## src/rtl/softvol_pkg.sv

```systemverilog
package softvol_pkg;
  localparam int SAMPLE_W   = 16;
  localparam int GAIN_W     = 10;
  localparam int CODE_W     = 8;
  localparam int MANT_N     = 48;
  localparam int MANT_FRAC  = 14;
  localparam int CODE_MAX   = 48;
  localparam int CODE_MIN   = -127;
  localparam logic signed [GAIN_W-1:0] GAIN_FLOOR = GAIN_W'(CODE_MIN * 4);
  localparam logic signed [GAIN_W-1:0] GAIN_CEIL  = GAIN_W'(CODE_MAX * 4);
  // offset that makes the gain index non-negative, a whole number of 6 dB spans
  localparam int OCT_BELOW  = (-(CODE_MIN * 4) + MANT_N - 1) / MANT_N;
  localparam int GAIN_OFS   = OCT_BELOW * MANT_N;
  localparam int BASE_SHIFT = MANT_FRAC + OCT_BELOW;
  localparam int PROD_W     = 48;

  typedef logic [15:0] mant_tab_t [MANT_N];

  function automatic mant_tab_t build_mant_tab();
    mant_tab_t t;
    for (int i = 0; i < MANT_N; i++) begin
      t[i] = 16'($rtoi(real'(1 << MANT_FRAC) * (2.0 ** (real'(i) / real'(MANT_N))) + 0.5));
    end
    return t;
  endfunction

  // 8-bit code in 0.5 dB units -> gain in 0.125 dB units, clamped
  function automatic logic signed [GAIN_W-1:0] code_to_gain(logic signed [CODE_W-1:0] c);
    logic signed [CODE_W-1:0] k;
    k = c;
    if (k > CODE_W'(CODE_MAX)) k = CODE_W'(CODE_MAX);
    else if (k < CODE_W'(CODE_MIN)) k = CODE_W'(CODE_MIN);
    return {k, 2'b00};
  endfunction

  function automatic logic signed [SAMPLE_W-1:0] scale_round_sat(
      logic signed [SAMPLE_W-1:0] x, logic [15:0] mant, int sh);
    logic signed [PROD_W-1:0] p;
    logic signed [PROD_W-1:0] r;
    p = $signed({{(PROD_W-SAMPLE_W){x[SAMPLE_W-1]}}, x}) *
        $signed({{(PROD_W-16){1'b0}}, mant});
    r = (p + (PROD_W'(1) <<< (sh - 1))) >>> sh;
    if (r > PROD_W'(32767)) return SAMPLE_W'(32767);
    if (r < -PROD_W'(32768)) return SAMPLE_W'(-32768);
    return r[SAMPLE_W-1:0];
  endfunction
endpackage

```

## src/rtl/softvol_ramp.sv

```systemverilog
module softvol_ramp
  import softvol_pkg::*;
(
  input  logic                     clk,
  input  logic                     rst_n,
  input  logic                     adv,
  input  logic                     step_ok,
  input  logic                     jump,
  input  logic signed [GAIN_W-1:0] target_q,
  output logic signed [GAIN_W-1:0] gain_q,
  output logic                     done
);
  logic below, above;
  assign below = gain_q < target_q;
  assign above = gain_q > target_q;
  assign done  = !below && !above;

  always_ff @(posedge clk) begin
    if (!rst_n) begin
      gain_q <= GAIN_FLOOR;
    end else if (adv) begin
      if (jump)              gain_q <= target_q;
      else if (step_ok && below) gain_q <= gain_q + GAIN_W'(1);
      else if (step_ok && above) gain_q <= gain_q - GAIN_W'(1);
    end
  end

  AST_GAIN_RANGE: assert property (@(posedge clk) disable iff (!rst_n)
    (gain_q >= GAIN_FLOOR) && (gain_q <= GAIN_CEIL));
  AST_STEP_UP: assert property (@(posedge clk) disable iff (!rst_n)
    (adv && step_ok && !jump && below) |=> (gain_q == $past(gain_q) + GAIN_W'(1)));
  AST_STEP_DOWN: assert property (@(posedge clk) disable iff (!rst_n)
    (adv && step_ok && !jump && above) |=> (gain_q == $past(gain_q) - GAIN_W'(1)));
  AST_JUMP_LOAD: assert property (@(posedge clk) disable iff (!rst_n)
    (adv && jump) |=> (gain_q == $past(target_q)));
  AST_HOLD_IDLE: assert property (@(posedge clk) disable iff (!rst_n)
    (!adv) |=> $stable(gain_q));
endmodule

```

## src/rtl/softvol_scaler.sv

```systemverilog
module softvol_scaler
  import softvol_pkg::*;
(
  input  logic                       clk,
  input  logic                       rst_n,
  input  logic                       valid,
  input  logic                       zero_force,
  input  logic signed [SAMPLE_W-1:0] sample,
  input  logic signed [GAIN_W-1:0]   gain_q,
  output logic signed [SAMPLE_W-1:0] out_sample
);
  localparam mant_tab_t MANT_TAB = build_mant_tab();

  int                          u_idx;
  int                          oct;
  logic [5:0]                  frac_idx;
  logic [15:0]                 mant;
  logic signed [SAMPLE_W-1:0]  scaled;

  always_comb begin
    u_idx    = int'(gain_q) + GAIN_OFS;
    oct      = u_idx / MANT_N;
    frac_idx = 6'(u_idx % MANT_N);
    mant     = MANT_TAB[frac_idx];
    scaled   = scale_round_sat(sample, mant, BASE_SHIFT - oct);
  end

  always_ff @(posedge clk) begin
    if (!rst_n)     out_sample <= '0;
    else if (valid) out_sample <= zero_force ? '0 : scaled;
  end

  AST_MUTE_SILENT: assert property (@(posedge clk) disable iff (!rst_n)
    (valid && zero_force) |=> (out_sample == '0));
  AST_UNITY_PASS: assert property (@(posedge clk) disable iff (!rst_n)
    (valid && !zero_force && gain_q == '0) |=> (out_sample == $past(sample)));
endmodule

```

## src/rtl/softvol_top.sv

```systemverilog
module softvol_top
  import softvol_pkg::*;
(
  input  logic                clk,
  input  logic                rst_n,
  input  logic                in_valid,
  input  logic signed [15:0]  in_left,
  input  logic signed [15:0]  in_right,
  input  logic [7:0]          tgt_left,
  input  logic [7:0]          tgt_right,
  input  logic                master_en,
  input  logic                mute_en,
  input  logic [1:0]          rate_sel,
  input  logic                pin_sel,
  input  logic [7:0]          pin_gain,
  output logic                out_valid,
  output logic signed [15:0]  out_left,
  output logic signed [15:0]  out_right,
  output logic                done_left,
  output logic                done_right
);
  localparam int NCH = 2;

  logic                       phase_q;
  logic                       step_ok;
  logic                       jump;
  logic [CODE_W-1:0]          code_sel [NCH];
  logic signed [GAIN_W-1:0]   tgt_q    [NCH];
  logic signed [GAIN_W-1:0]   gain     [NCH];
  logic                       done     [NCH];
  logic                       zero_f   [NCH];
  logic signed [SAMPLE_W-1:0] smp_in   [NCH];
  logic signed [SAMPLE_W-1:0] smp_out  [NCH];

  assign jump    = rate_sel[1];
  assign step_ok = (rate_sel == 2'b00) || (rate_sel == 2'b01 && !phase_q);

  assign code_sel[0] = pin_sel ? pin_gain : tgt_left;
  assign code_sel[1] = pin_sel ? pin_gain : (master_en ? tgt_left : tgt_right);
  assign smp_in[0]   = in_left;
  assign smp_in[1]   = in_right;

  always_ff @(posedge clk) begin
    if (!rst_n) begin
      phase_q   <= 1'b0;
      out_valid <= 1'b0;
    end else begin
      out_valid <= in_valid;
      if (in_valid) phase_q <= !phase_q;
    end
  end

  for (genvar ch = 0; ch < NCH; ch++) begin : g_ch
    assign tgt_q[ch]  = mute_en ? GAIN_FLOOR : code_to_gain(code_sel[ch]);
    assign zero_f[ch] = mute_en && (gain[ch] == GAIN_FLOOR);

    softvol_ramp u_ramp (
      .clk      (clk),
      .rst_n    (rst_n),
      .adv      (in_valid),
      .step_ok  (step_ok),
      .jump     (jump),
      .target_q (tgt_q[ch]),
      .gain_q   (gain[ch]),
      .done     (done[ch])
    );

    softvol_scaler u_scale (
      .clk        (clk),
      .rst_n      (rst_n),
      .valid      (in_valid),
      .zero_force (zero_f[ch]),
      .sample     (smp_in[ch]),
      .gain_q     (gain[ch]),
      .out_sample (smp_out[ch])
    );
  end

  assign out_left   = smp_out[0];
  assign out_right  = smp_out[1];
  assign done_left  = done[0];
  assign done_right = done[1];

  AST_HALF_RATE_SKIP: assert property (@(posedge clk) disable iff (!rst_n)
    (in_valid && rate_sel == 2'b01 && phase_q) |=> ($stable(gain[0]) && $stable(gain[1])));
  AST_VALID_FOLLOW: assert property (@(posedge clk) disable iff (!rst_n)
    in_valid |=> out_valid);
  AST_LINKED_EQUAL: assert property (@(posedge clk) disable iff (!rst_n)
    (master_en && !pin_sel) |-> (tgt_q[0] == tgt_q[1]));
endmodule

```

## config.mk

```make
export PLATFORM = sky130hd
export DESIGN_NAME = softvol_top
export DESIGN_NICKNAME = d
export VERILOG_FILES = /design/src/rtl/softvol_pkg.sv /design/src/rtl/softvol_ramp.sv /design/src/rtl/softvol_scaler.sv /design/src/rtl/softvol_top.sv
export SDC_FILE = /design/constraint.sdc
export NUM_CORES = 2
export LEC_CHECK = 0
export BUFFER_PORTS_ARGS = -buffer_cell sky130_fd_sc_hd__buf_2
export CAP_MARGIN = 0
export CORE_ASPECT_RATIO = 2
export CORE_MARGIN = 2
export CORE_UTILIZATION = 60
export DETAILED_ROUTE_END_ITERATION = 16
export GPL_TIMING_DRIVEN = 0
export PLACE_DENSITY = 0.77
export SYNTH_ARGS = -nofsm -noshare
export SYNTH_HDL_FRONTEND = slang
export SYNTH_SLANG_ARGS = --single-unit
```

## constraint.sdc

```tcl
create_clock -name clk -period 16.66 [get_ports clk]
set_clock_uncertainty 0.05 [all_clocks]
set_input_delay 0 -clock clk [delete_from_list [all_inputs] [get_ports clk]]
set_output_delay 0 -clock clk [all_outputs]
set_load 0.1 [all_outputs]
```

==> results of run 1 <==
[cell usage after synthesis, types with 22 or more instances]
cell      instances  area, um^2
nand4_1          36       225.2
inv_1           587        2203
o21bai_1         34       255.2
nand3_1         124       620.6
a21oi_1         349        1747
or3_1            37       231.5
o31ai_1          34       255.2
fa_1            366        7327
o22ai_1          43       269.0
a31oi_1          71       444.2
and2_1          174        1089
a211o_1          36       315.3
nor4_1           28       175.2
nor2b_1          91       569.3
and3_1           59       369.1
nand2b_1        103       644.4
a211oi_1         85       638.1
nor2_1          538        2019
ha_1            405        5067
nand2_1         533        2001
dfxtp_1          54        1081
mux2i_1          90       900.9
mux2_2           23       259.0
buf_2            32       160.2
xor2_1           40       350.3
a21o_1           85       638.1
a221oi_1         23       201.4
o211ai_1         65       488.0
o21ai_0         268        1341
clkbuf_1        228       855.8
o21a_1           52       390.4
nor3_1          134       670.6
xnor2_1         105       919.6
buf_1            22       82.58
[metrics by stage]
stage          util, %  setup slack, ns  cells  hold WS (ns)  area (um^2)
2_1_floorplan        -            1.256   5414       0.09583        39120
3_3_place_gp     62.99           -4.293   6378        0.3126        40680
3_5_place_dp     63.00           -4.158   6378        0.3177        40690
4_1_cts          65.85          0.01186   6424      0.008438        42520
[metal layers]
layer / overflow / GRT usage, %
met5: 0 / 2.000
met4: 104 / 66.96
met3: 4 / 26.70
met2: 108 / 87.77
met1: 6 / 54.43
[repair_timing]
action                                  4_1_cts
pin swaps                                    29
buffers inserted                             41
gates resized for setup                     313
endpoints found under the setup margin       32
cloned                                        1
[cells by family after synthesis]
kind of cell             Yosys count  share of synthesized area (%)
XOR/XNOR                         148                          3.400
buffers and inverters            893                          8.875
AO/OA/AOI/OAI                   1466                          25.71
flip-flops                        54                          2.763
AND/OR/NAND/NOR                 1963                          24.34
multiplexers                     119                          3.230
adder cells (fa/ha/maj)          771                          31.68
==> impl_metrics.tcl, run 1 <==
set metrics [dict create \
    grt_pass1_wl_mm 297.6 \
    ys.flop_type "dfxtp_1" \
    async_reset_ff_share_pct 0 \
    seq_area_frac_synth_pct 2.763 \
    cts.hold.buffers_added 0 \
    start_util_pct 60.58 \
    gp_congestion 1.119 \
    h-tree-depth 2 \
    ys_seq_elements 54 \
    synth-edff-count 0 \
    status "aborted with a tool error" \
    syn_area_per_cell_um2 7.226 \
    clock_path_buffers 2 \
    portBuffers 93 \
    die_h_um 365.1 \
    haltStage "5_1_grt" \
    overflow 222 \
    grt_usage_pct 58.29 \
    die_w_um 184.6 \
    ys_types 129 \
    synth-warning-count 0 \
    grt_max_degree 18 \
    synth_cells 5414 \
    error "[ERROR GRT-0116] Global routing finished with congestion. Check the congestion regions in the DRC Viewer." \
    numCtsBuffers 5 \
    clockRootBuffer "clkbuf_16" \
    num_rows 132 \
    io_pins 99 \
    synth_area_um2 39120 \
    dp_hpwl_mm 141.4 \
    clock_sinks 54 \
    grt_pass1_vias 48832 \
    synth_nets 6249 \
]
==> inputs of run 2 (changes only) <==
--- a/config.mk
+++ b/config.mk
@@ -7,12 +7,11 @@
 export LEC_CHECK = 0
 export BUFFER_PORTS_ARGS = -buffer_cell sky130_fd_sc_hd__buf_2
 export CAP_MARGIN = 0
-export CORE_ASPECT_RATIO = 2
 export CORE_MARGIN = 2
-export CORE_UTILIZATION = 60
+export CORE_UTILIZATION = 40
 export DETAILED_ROUTE_END_ITERATION = 16
 export GPL_TIMING_DRIVEN = 0
-export PLACE_DENSITY = 0.77
+export PLACE_DENSITY_LB_ADDON = 0.15
 export SYNTH_ARGS = -nofsm -noshare
 export SYNTH_HDL_FRONTEND = slang
 export SYNTH_SLANG_ARGS = --single-unit
==> run 2 against run 1 <==
Compared with the run above:
- area after synthesis did not move
- the flow now finishes without violations
- synthesized cell count stayed put
==> impl_metrics.tcl, run 2 <==
set metrics [dict create \
    h-tree-depth 2 \
    drc 0 \
    ant_nets 0 \
    finalSetupViolCount 0 \
    avgRoutedWirePerCell_um 22.63 \
    synth-warning-count 0 \
    cp_slowest_stage_delay_ns 0.57 \
    ys_seq_elements 54 \
    async_reset_ff_share_pct 0 \
    cpMostUsedCell "fa_1" \
    dp_hpwl_mm 126.9 \
    cp_max_fo 10 \
    ys_types 129 \
    synth_most_common_cell "inv_1" \
    arrival_ns 16.47 \
    wirelength_mm 155.8 \
    reg.largest.list "g_ch.u_scale.out_sample (32), g_ch.u_ramp.gain_q (20)" \
    num_rows 114 \
    synth_cells 5414 \
    start_util_pct 40.40 \
    fin_crit_sh_pct 97.45 \
    seq_area_frac_synth_pct 2.763 \
    die_w_um 316.7 \
    grt_pass1_wl_mm 236.3 \
    synthAdderAreaFrac_pct 31.68 \
    overflow 0 \
    portBuffers 93 \
    mostFrequentLayoutCells "587 x inv_1, 533 x nand2_1, 530 x nor2_1" \
    die_h_um 316.7 \
    vias_per_cell 6.123 \
    max_slew_margin_pct 30.46 \
    clock_path_buffers 2 \
    gp_congestion 1.075 \
    numCtsBuffers 5 \
    grt_pass1_vias 40145 \
    synth-edff-count 0 \
    yosysTopAreaCellShare_pct 18.73 \
    cts.clk_slew.worst_paths_ns 0.08 \
    io_pins 99 \
    grt_max_degree 20 \
    clkLatencyLatePin_ns 0.35 \
    crit_type "flip-flop to flip-flop" \
    dr.pass1.iters 7 \
    start_kind "flip-flop" \
    slew_viol_final 0 \
    clockRootBuffer "clkbuf_16" \
    area_growth_pct 12.69 \
    grt_usage_pct 30.07 \
    nNetsFinal 6441 \
    hold_viol 0 \
    drive_gt1_share_pct 11.59 \
    drt_iter0_drc 4482 \
    dr_total_vias 42170 \
    worst_pin_slew_ns 1.032 \
    synthMuxAreaShare_pct 3.230 \
    synth.top_cells.by_count "587 x inv_1, 538 x nor2_1, 533 x nand2_1, 405 x ha_1, 366 x fa_1" \
    fin_crit_ns 16.24 \
    synth_top_family_by_area "adder cells" \
    synth_compound_area_share_pct 25.71 \
    synth_area_um2 39120 \
    crit_required_ns 16.90 \
    synth_nets 6249 \
    final_common_cell "inv_1" \
    ys_top_cells_by_area "fa_1 19%, ha_1 13%, inv_1 5.6%" \
    antenna_found_initial 6 \
    slowest_stage "fa_1" \
    largest-register "g_ch.u_scale.out_sample" \
    largest_reg_flops 32 \
    ys.flop_type "dfxtp_1" \
    cts_tree "done" \
    hp-class "input port to flip-flop" \
    fmax_ghz 0.06159 \
    yosys.area_share.simple_pct 24.34 \
    status "finished clean" \
    drv_cap 0 \
    clock_sinks 54 \
    synth_top_area_cell "fa_1" \
    dieArea_um2 100300 \
    cp-end-kind "flip-flop" \
    synth-xor-area-share_pct 3.400 \
    core-area_um2 96850 \
    syn_area_per_cell_um2 7.226 \
    setup_tns_ns 0 \
]
[run 2: what timing repair did]
action / in CTS / in global routing
gates resized for setup: 255 / 226
hold buffers: 0 / 0
gates cloned: 1 / 0
buffers inserted: 30 / 64
pin swaps: 16 / 53
setup endpoints to repair: 32 / 30
[run 2: kinds of logic (layout without fill, tap and decap cells)]
| family | Yosys count | after routing |
|---|---|---|
| flip-flops | 54 | 54 |
| other | 0 | 4 |
| XOR/XNOR | 148 | 148 |
| adder cells (fa/ha/maj) | 771 | 771 |
| multiplexers | 119 | 119 |
| AND/OR/NAND/NOR | 1963 | 1964 |
| AO/OA/AOI/OAI | 1466 | 1466 |
| buffers and inverters | 893 | 1085 |
[run 2: final timing paths]
path	start	endpoint	slack [ns]	cells after the start
worst max-delay path	g_ch[0].u_ramp.gain_q[4]	g_ch[0].u_scale.out_sample[3]	0.42	65
worst min-delay path	in_valid	phase_q	0.06	3
worst min register to register	g_ch[0].u_scale.out_sample[10]	g_ch[0].u_scale.out_sample[10]	0.42	1
worst max register to register	g_ch[0].u_ramp.gain_q[4]	g_ch[0].u_scale.out_sample[3]	0.42	65
[run 2: layout make-up]
class / instances / area (um^2)
plain buffers: 292 / 1440
fillers: 10135 / 52760
clock buffers: 5 / 125.1
repair buffers: 190 / 1241
flip-flops and latches: 54 / 1094
well taps: 1276 / 1597
multi-input cells: 4468 / 36320
diodes: 4 / 10.01
inverters: 595 / 2236
clock inverters: 3 / 26.28
[run 2: metal layers]
metal,share of wire [%],routed length (um),global-route usage (%),vias to the layer above
met5,0.0083,13,0,-
met4,4.6,7103,10.59,2
met3,8.3,12960,4.976,482
met2,46,72070,50.25,1991
met1,41,63690,39.15,20340
li1,-,-,-,19355
[run 2: through the flow]
stage | setup slack [ns] | hold slack (ns) | cell area [um^2] | util [%] | std cells
2_1_floorplan | 1.256 | 0.09583 | 39120 | - | 5414
3_3_place_gp | -4.121 | 0.3929 | 41190 | 42.53 | 6783
3_5_place_dp | -3.714 | 0.3999 | 41210 | 42.55 | 6786
4_1_cts | 0.01153 | 0.04209 | 42710 | 44.10 | 6822
5_1_grt | -0.06920 | 0.07788 | 44080 | 45.51 | 6883
6_report | 0.4245 | 0.05531 | 44090 | 45.52 | 6887
[run 2: critical path: cells and delay by family (launching register included)]
family | cells | cell delay [ns]
buf+inv | 16 | 2.81
flops | 1 | 0.41
fa+ha+maj | 9 | 4.05
simple gates | 13 | 2.84
xor+xnor | 4 | 0.74
compound gates | 23 | 5.27
Power of run 2 is left out: the tool's default activity adds up to more than one toggle a clock period on the data nets, which glitch-free logic cannot reach.
